## config.mk

```make
export PLATFORM = sky130hd
export DESIGN_NAME = adc_seq_ctrl
export DESIGN_NICKNAME = d
export VERILOG_FILES = /design/src/rtl/adc_seq_ctrl.sv
export SDC_FILE = /design/constraint.sdc
export NUM_CORES = 1
export LEC_CHECK = 0
export BUFFER_PORTS_ARGS = -buffer_cell sky130_fd_sc_hd__buf_2
export CORE_ASPECT_RATIO = 1.4
export CORE_MARGIN = 3
export CORE_UTILIZATION = 34
export DETAILED_ROUTE_END_ITERATION = 7
export HOLD_SLACK_MARGIN = 0.05
export PLACE_DENSITY = 0.62
export SYNTH_ARGS = -nofsm -noshare
export SYNTH_HDL_FRONTEND = slang
export SYNTH_SLANG_ARGS = --single-unit
```

## constraint.sdc

```tcl
create_clock -name clk -period 4 [get_ports clk]
set_clock_uncertainty 0.2 [all_clocks]
set_input_delay 0 -clock clk [delete_from_list [all_inputs] [get_ports clk]]
set_output_delay 0 -clock clk [all_outputs]
set_load 0.01 [all_outputs]
```

## src/rtl/adc_seq_ctrl.sv

```systemverilog
module adc_seq_ctrl #(
  parameter int TICK_DIV = 4,
  parameter int DEPTH = 32
) (
  input  logic        clk,
  input  logic        rst_n,
  input  logic        reg_wr,
  input  logic        reg_rd,
  input  logic [3:0]  reg_addr,
  input  logic [31:0] reg_wdata,
  output logic [31:0] reg_rdata,
  output logic        irq,
  output logic        conv_start,
  output logic [4:0]  conv_chan,
  output logic [1:0]  conv_res,
  input  logic        conv_done,
  input  logic [11:0] conv_result
);
  localparam int PW = (TICK_DIV > 1) ? $clog2(TICK_DIV) : 1;
  localparam int AW = $clog2(DEPTH);
  localparam int CW = AW + 1;

  typedef enum logic [1:0] {IDLE, START, WAIT, SPACE} state_t;
  state_t state;

  logic [31:0] tbl [8];
  logic [31:0] cmd_q;
  logic        cont;
  logic [4:0]  idx, n;
  logic [PW-1:0] presc;
  logic [7:0]  us;
  logic [2:0]  status, enable;
  logic [11:0] mem [DEPTH];
  logic [AW-1:0] wp, rp;
  logic [CW-1:0] cnt;

  logic [7:0]  entry, spacing;
  logic [4:0]  ns;
  logic [1:0]  res;
  logic        ie, busy, cmd_wr, go, imm, stop, push, last, full, wr_ok, pop, flush;
  logic [11:0] sample;
  logic [2:0]  st_set, st_clr;

  assign spacing = cmd_q[31:24];
  assign res     = cmd_q[15:14];
  assign ns      = cmd_q[8:4];
  assign ie      = cmd_q[3];
  assign entry   = tbl[idx[4:2]][{idx[1:0], 3'b000} +: 8];

  assign busy   = state != IDLE;
  assign cmd_wr = reg_wr && reg_addr == 4'd8;
  assign go     = cmd_wr && !busy && reg_wdata[2:1] == 2'b00;
  assign imm    = cmd_wr && !busy && reg_wdata[2:1] != 2'b00;
  assign stop   = cmd_wr && busy && reg_wdata[2:0] == 3'd5;
  assign push   = state == WAIT && conv_done;
  assign last   = entry[7] || n == ns;
  assign full   = cnt == CW'(DEPTH);
  assign wr_ok  = push && !full;
  assign pop    = reg_rd && reg_addr == 4'd11 && cnt != '0;
  assign flush  = reg_wr && reg_addr == 4'd11 && reg_wdata == 32'hFFFF_FFFF;
  assign sample = conv_result >> {~res, 1'b0};

  assign conv_start = state == START;
  assign conv_chan  = entry[4:0];
  assign conv_res   = res;

  always_ff @(posedge clk) begin
    if (!rst_n) begin
      state <= IDLE;
      cmd_q <= '0;
      cont  <= 1'b0;
      idx   <= '0;
      n     <= '0;
      presc <= '0;
      us    <= '0;
    end else if (go) begin
      state <= START;
      cmd_q <= reg_wdata;
      cont  <= reg_wdata[0];
      idx   <= '0;
      n     <= '0;
    end else if (imm) begin
      cmd_q <= reg_wdata;
    end else if (stop) begin
      state <= IDLE;
    end else begin
      case (state)
        START: state <= WAIT;
        WAIT: if (conv_done) begin
          presc <= '0;
          us    <= '0;
          idx   <= last ? 5'd0 : idx + 5'd1;
          n     <= last ? 5'd0 : n + 5'd1;
          if (last && !cont) state <= IDLE;
          else state <= (spacing == 8'd0) ? START : SPACE;
        end
        SPACE: if (presc == PW'(TICK_DIV - 1)) begin
          presc <= '0;
          if (us == spacing - 8'd1) state <= START;
          else us <= us + 8'd1;
        end else begin
          presc <= presc + PW'(1);
        end
        default: ;
      endcase
    end
  end

  always_ff @(posedge clk) begin
    if (!rst_n) begin
      for (int i = 0; i < 8; i++) tbl[i] <= '0;
      enable <= '0;
    end else if (reg_wr) begin
      if (!reg_addr[3]) tbl[reg_addr[2:0]] <= reg_wdata;
      if (reg_addr == 4'd10) enable <= reg_wdata[2:0];
    end
  end

  assign st_set = {push && last && cont, push && full, (push && last && !cont) || stop || imm};
  assign st_clr = (reg_wr && reg_addr == 4'd9) ? reg_wdata[2:0] : 3'b000;

  always_ff @(posedge clk) begin
    if (!rst_n) status <= '0;
    else status <= (status & ~st_clr) | st_set;
  end

  always_ff @(posedge clk) begin
    if (wr_ok && !flush) mem[wp] <= sample;
  end

  always_ff @(posedge clk) begin
    if (!rst_n || flush) begin
      wp  <= '0;
      rp  <= '0;
      cnt <= '0;
    end else begin
      if (wr_ok) wp <= wp + AW'(1);
      if (pop) rp <= rp + AW'(1);
      cnt <= cnt + CW'(wr_ok) - CW'(pop);
    end
  end

  always_comb begin
    reg_rdata = '0;
    if (!reg_addr[3]) reg_rdata = tbl[reg_addr[2:0]];
    else case (reg_addr)
      4'd8:  reg_rdata = cmd_q;
      4'd9:  reg_rdata = {29'd0, status};
      4'd10: reg_rdata = {29'd0, enable};
      4'd11: reg_rdata = {20'd0, mem[rp]};
      4'd12: reg_rdata = {{(32-CW){1'b0}}, cnt};
      default: reg_rdata = '0;
    endcase
  end

  assign irq = |(status & enable & {ie, 1'b1, ie});


  start_pulse_chk: assert property (@(posedge clk) disable iff (!rst_n)
    conv_start |=> !conv_start);

  fill_bound_chk: assert property (@(posedge clk) disable iff (!rst_n)
    cnt <= CW'(DEPTH));

  flush_empty_chk: assert property (@(posedge clk) disable iff (!rst_n)
    flush |=> cnt == '0);

  ovf_flag_chk: assert property (@(posedge clk) disable iff (!rst_n)
    (push && full) |=> status[1]);

  w1c_chk: assert property (@(posedge clk) disable iff (!rst_n)
    (reg_wr && reg_addr == 4'd9 && reg_wdata[0] && !push) |=> !status[0]);

  pass_after_done_chk: assert property (@(posedge clk) disable iff (!rst_n)
    $rose(status[2]) |-> $past(conv_done));
endmodule

```

==> impl_metrics.env, run 1 <==
export IMPL_start_kind="register"
export IMPL_clk_root_buffer_cell="clkbuf_16"
export IMPL_post_dp_cell_area_sq_um=34890
export IMPL_max_stage_delay_ps=570
export IMPL_avgSynthCellArea_sq_um=16.13
export IMPL_seq_area_sq_um=20930
export IMPL_yosysSeqAreaShare=0.6439
export IMPL_synth_ff_type="edfxtp_1"
export IMPL_final_max_slew_viol_count=0
export IMPL_setup_violations=0
export IMPL_antenna_found_initial=5
export IMPL_p_leak_nw=12.89
export IMPL_yosysUniqueCellTypes=67
export IMPL_critPathArrivalTime_ps=3400
export IMPL_total_power_mw=16.79
export IMPL_synth_fp_nets=2088
export IMPL_yosysWarnings=0
export IMPL_final_common_cell="edfxtp_1"
export IMPL_switchingPower_mw=3.712
export IMPL_cap_violations=0
export IMPL_grt_max_degree=61
export IMPL_combPwrFrac=0.063
export IMPL_fin_cells=3506
export IMPL_finalCoreUtilization=0.4056
export IMPL_clock_fmax_mhz=277.7
export IMPL_synth_edf_count=640
export IMPL_finalHoldViolations=0
export IMPL_worst_pin_slew_ps=1141
export IMPL_core_area_sq_um=94350
export IMPL_ir_worst_vdd_uv=340.2
export IMPL_intPower_mw=13.08
export IMPL_status="completed"
export IMPL_finalSetupTns_ps=0
export IMPL_cts_made_buffers=80
export IMPL_rows=133
export IMPL_first_pass_iters=5
export IMPL_htreeDepth=3
export IMPL_critPathBufInv=2
export IMPL_min_path_type="in2reg"
export IMPL_slew_headroom=0.2234
export IMPL_synth_area_sq_um=32490
export IMPL_grt_overflow=0
export IMPL_via_per_inst=5.474
export IMPL_nNetsFinal=2299
export IMPL_required_ps=3800
export IMPL_postCtsSetupBuffers=0
export IMPL_cts_tree="done"
export IMPL_drtIter0Drc=1956
export IMPL_p_clk_frac=0.432
export IMPL_worstPathCellList="buf_4 > mux4_2 > mux4_2 > mux2i_1 > o21ai_0 > buf_2"
export IMPL_grt_pass1_vias=20020
export IMPL_layout_common_cells="edfxtp_1, and2_1, mux4_2, nand2_1, buf_2"
export IMPL_clk_latency_ps=630
export IMPL_powerDensity_nw_per_um2=438.8
export IMPL_port_buffers=93
export IMPL_grt_usage=0.1829
export IMPL_multi_input_area_sq_um=11010
export IMPL_grt_pass1_wl_microns=133300
export IMPL_cts_sinks=725
export IMPL_drt_antenna_violating_nets=0
export IMPL_ios=94
export IMPL_layout_drive_gt1_share=0.2626
export IMPL_p_seq_frac=0.504
export IMPL_drc=0
export IMPL_crit_fanout=18
export IMPL_wl_per_cell_microns=25.80
export IMPL_clkTransAtPathRegs_ps=60
export IMPL_dp_cells=3279
export IMPL_die_y_microns=371.8
export IMPL_path_delay_family="multiplexers"
export IMPL_async_reset_ff_frac=0
export IMPL_n_fill_cell=8388
export IMPL_via_count=19190
export IMPL_layout_min_cycle_time_ps=3601
export IMPL_synthCells=2014
export IMPL_die_area_sq_um=99350
export IMPL_rsz0062_at_grt="false"
export IMPL_path_class="reg2out"
export IMPL_finalCritPeriodShare=0.9002
export IMPL_finalInstanceArea_sq_um=38270
export IMPL_sw_frac_of_total=0.2211
export IMPL_regToRegSetupSlack_ps=540
export IMPL_worstSetupEndpointType="output pin"
export IMPL_syn_to_final_growth_pct=17.78
export IMPL_cpMaxStageDelayCell="dfxtp_4"
export IMPL_cpMostUsedCell="mux4_2"
export IMPL_gp_congestion=0.8256
export IMPL_dpl_hpwl_microns=58900
export IMPL_start_util=0.3443
export IMPL_clockBufferDepth=3
export IMPL_drt_wl_total_microns=90440
export IMPL_die_width_microns=267.3
export IMPL_ys_ff_latch=725
## synth_stat cells (all sizes together), types with 20 or more instances
cell type	instances	area [sq um]
edfxtp	640	19220
and2	260	1627
mux4	241	5428
nand2	114	427.9
clkbuf	92	345.3
dfxtp	85	1702
nor2	84	315.3
a21oi	52	260.3
inv	47	176.4
buf	45	232.7
nor2b	37	234.0
a21boi	35	262.8
o22ai	32	200.2
mux2i	29	290.3
o21ai	28	143.9
ha	20	250.2
nand3	20	100.1
## through the flow
step	worst slack [ps]	hold slack, ps
2_1_floorplan	12.68	-55.08
3_3_place_gp	889.0	127.4
3_5_place_dp	816.3	138.1
4_1_cts	341.0	64.69
5_1_grt	210.2	134.1
6_report	399.2	93.99
## registers in the layout, indices dropped and copies added (netlist names), named ones only
name / count
mem: 384
tbl: 256
cmd_q: 32
us: 8
cnt: 6
idx: 5
n: 5
rp: 5
wp: 5
enable: 3
status: 3
presc: 2
state: 2
cont: 1
## logic make-up after synthesis
kind of cell / count (synthesis) / share of synthesized area
muxes: 282 / 0.1802
DFF: 725 / 0.6439
xor gates and xnor gates: 27 / 0.007279
and+or+nand+nor: 584 / 0.09844
buffers and inverters: 184 / 0.02322
AOI/OAI and AO/OA: 191 / 0.03867
adders and majority gates: 21 / 0.008319
## routing by layer
metal	vias to the layer above	share of wire	global-route usage	routed length [microns]
li1	8214	-	-	-
met1	10040	0.38	0.2202	34020
met2	770	0.52	0.3275	47340
met3	166	0.065	0.02793	5839
met4	6	0.035	0.07312	3198
met5	-	0.00050	0	45
## path summary, 6_finish.rpt
check,from,endpoint,cells after the start
worst max-delay path,register,reg_rdata[1],6
worst min register to register,cmd_q[1],cmd_q[1],2
worst max register to register,register,state[0],7
worst min-delay path,conv_result[6],mem[5][6],4
## worst min-delay path, cell delays in order
cell and delay [ps]:
buf_2 80, mux2_2 160, a22o_1 210, buf_4 290
## power groups by stage
stage          combinational (mW)  sequential (mW)  clock (mW)
2_1_floorplan               0.612             8.59           0
3_3_place_gp                 1.01             8.61           0
3_5_place_dp                 1.02             8.62           0
4_1_cts                      1.07             8.47        7.39
5_1_grt                      1.14             8.48        7.70
6_report                     1.07             8.47        7.26
## what timing repair did
item / CTS / global route
endpoints found under the hold margin: 515 / 0
resized for setup: 0 / 0
hold buffers: 79 / 0
## final cells by class
| type | instances | area share |
|---|---|---|
| multi-input combinational | 1105 | 0.2876 |
| clock inverter | 37 | 0.008926 |
| timing repair buffer | 266 | 0.05336 |
| tap | 1215 | 0.03973 |
| clock buffer | 109 | 0.05859 |
| antenna | 2 | 0.0001308 |
| sequential | 725 | 0.5471 |
| inverter | 47 | 0.004610 |
Note: power is estimated with default switching activity, not from simulation.
==> inputs of run 2 (changes only) <==
- clock period: 4 -> 3.2 ns (I/O delays scaled with it)
==> run 2 against run 1 <==
Compared with the run above: the flow now finishes with violations (setup timing); clock power increased by 22%; combinational power increased by 33%; via count increased by 1.8%; first-iteration DRC count increased by 3.0%; sequential cell count unchanged; critical path type unchanged; highest routed layer unchanged.
==> impl_metrics.env, run 2 (synthesized netlist as in run 1, its figures left out) <==
export IMPL_crit_fanout=6
export IMPL_finalHoldViolations=0
export IMPL_grt_pass1_wl_microns=135300
export IMPL_worstSetupEndpointType="output pin"
export IMPL_powerDensity_nw_per_um2=531.5
export IMPL_antenna_found_initial=6
export IMPL_worstPathCellList="buf_12 > buf_16 > buf_6 > mux4_2 > mux4_2 > a221o_1 > buf_2"
export IMPL_gp_congestion=0.8518
export IMPL_clock_fmax_mhz=311.5
export IMPL_total_power_mw=20.86
export IMPL_slew_headroom=0.3942
export IMPL_ios=94
export IMPL_path_delay_family="multiplexers"
export IMPL_drc=0
export IMPL_die_width_microns=267.3
export IMPL_max_stage_delay_ps=520
export IMPL_layout_min_cycle_time_ps=3210
export IMPL_cts_made_buffers=79
export IMPL_drtIter0Drc=2014
export IMPL_largest_reg_flops=384
export IMPL_start_kind="register"
export IMPL_final_max_slew_viol_count=0
export IMPL_setup_violations=2
export IMPL_cpMostUsedCell="mux4_2"
export IMPL_rows=133
export IMPL_via_count=19540
export IMPL_clkTransAtPathRegs_ps=60
export IMPL_rsz0062_at_grt="true"
export IMPL_die_y_microns=371.8
export IMPL_critPathArrivalTime_ps=3010
export IMPL_path_class="reg2out"
export IMPL_grt_usage=0.1861
export IMPL_wl_per_cell_microns=26.11
export IMPL_core_area_sq_um=94350
export IMPL_nNetsFinal=2361
export IMPL_dpl_hpwl_microns=59850
export IMPL_grt_max_degree=61
export IMPL_die_area_sq_um=99350
export IMPL_layout_drive_gt1_share=0.2889
export IMPL_clk_root_buffer_cell="clkbuf_16"
export IMPL_layout_common_cells="edfxtp_1, and2_1, mux4_2, nand2_1, buf_4"
export IMPL_pre_cts_ws_ps=-95.67
export IMPL_finalInstanceArea_sq_um=39250
export IMPL_cpMaxStageDelayCell="mux4_2"
export IMPL_final_common_cell="edfxtp_1"
export IMPL_n_fill_cell=8392
export IMPL_cap_violations=0
export IMPL_cts_tree="done"
export IMPL_first_pass_iters=5
export IMPL_violations="setup timing"
export IMPL_required_ps=3000
export IMPL_htreeDepth=3
export IMPL_critPathBufInv=4
export IMPL_cts_sinks=725
export IMPL_via_per_inst=5.479
export IMPL_worst_pin_slew_ps=908.7
export IMPL_grt_pass1_vias=20510
export IMPL_clk_latency_ps=620
export IMPL_clockBufferDepth=3
export IMPL_status="finished with violations"
export IMPL_min_path_type="in2reg"
export IMPL_ir_worst_vdd_uv=570.6
export IMPL_post_dp_cell_area_sq_um=35440
export IMPL_port_buffers=93
export IMPL_largest_register="mem"
export IMPL_finalCritPeriodShare=1.003
export IMPL_setup_slack_ps=-10.44
export IMPL_syn_to_final_growth_pct=20.81
export IMPL_drt_antenna_violating_nets=0
export IMPL_start_util=0.3443
export IMPL_grt_overflow=0
export IMPL_drt_wl_total_microns=93100
export IMPL_reg_largest_list="mem: 384 flops, tbl: 256 flops, cmd_q: 32 flops"
export IMPL_p_leak_nw=13.26
-- run 2: changes by cell type in the layout (fill, tap and decap cells not counted), moves of 4 or more --
cell,change
clkinv_4,-4
clkinv_2,+5
clkbuf_1,-4
nor2_1,-12
buf_12,+28
buf_4,+19
buf_6,+10
nor2_2,+12
-- run 2: metrics by stage --
| step | TNS [ps] | hold WS (ps) | instances | util |
|---|---|---|---|---|
| 5_1_grt | -291.3 | 118.6 | 3562 | 0.4159 |
| 2_1_floorplan | -93060 | -55.08 | 2014 | - |
| 4_1_cts | -207.6 | 54.79 | 3538 | 0.4122 |
| 3_3_place_gp | 0 | 131.9 | 3312 | 0.3756 |
| 3_5_place_dp | -3859 | 152.0 | 3312 | 0.3756 |
| 6_report | -11.31 | 80.29 | 3566 | 0.4160 |
-- run 2: worst reg2reg max path: cells and delay by family, from the launching register on --
family / cells / cell delay, ps
mux: 1 / 200
buf+inv: 3 / 1560
flops: 1 / 830
compound gates: 1 / 80
-- run 2: cell type report --
type,count,area [sq um],share of cell area
Inverter,47,176.4,0.004495
Antenna cell,4,10.01,0.0002550
Timing Repair Buffer,329,3053,0.07778
Sequential cell,725,20930,0.5334
Multi-Input combinational cell,1105,11030,0.2810
Clock inverter,38,350.3,0.008926
Tap cell,1215,1520,0.03873
Clock buffer,103,2177,0.05547
-- run 2: power breakdown --
group / leakage [nW] / internal (mW) / total, mW / switching (mW)
combinational: 5.24 / 0.622 / 1.42 / 0.798
clock: 1.25 / 5.20 / 8.87 / 3.67
sequential: 6.78 / 10.5 / 10.6 / 0.106
-- run 2: worst paths after layout --
path / startpoint / to / slack, ps / cells past startpoint
worst max-delay path: register / reg_rdata[11] / -10 / 7
worst min-delay path: conv_result[6] / mem[26][0] / 80 / 4
worst max register to register: cmd_q[14] / mem[20][3] / 50 / 5
worst min register to register: cmd_q[13] / cmd_q[13] / 270 / 2
-- run 2: per-layer routing --
metal | track usage | vias up | wire (microns)
met5 | 0 | - | 39
met4 | 0.06974 | 6 | 3779
met3 | 0.03389 | 225 | 6519
met2 | 0.3348 | 784 | 48590
met1 | 0.2210 | 10180 | 34170
li1 | - | 8348 | -
-- run 2: timing repair --
action / in CTS / in global routing
hold endpoints to repair: 609 / 0
endpoints found under the setup margin: 124 / 27
gates cloned: 1 / 6
buffers inserted: 5 / 19
hold buffers: 79 / 0
gates resized for setup: 20 / 16
pin swaps: 6 / 5
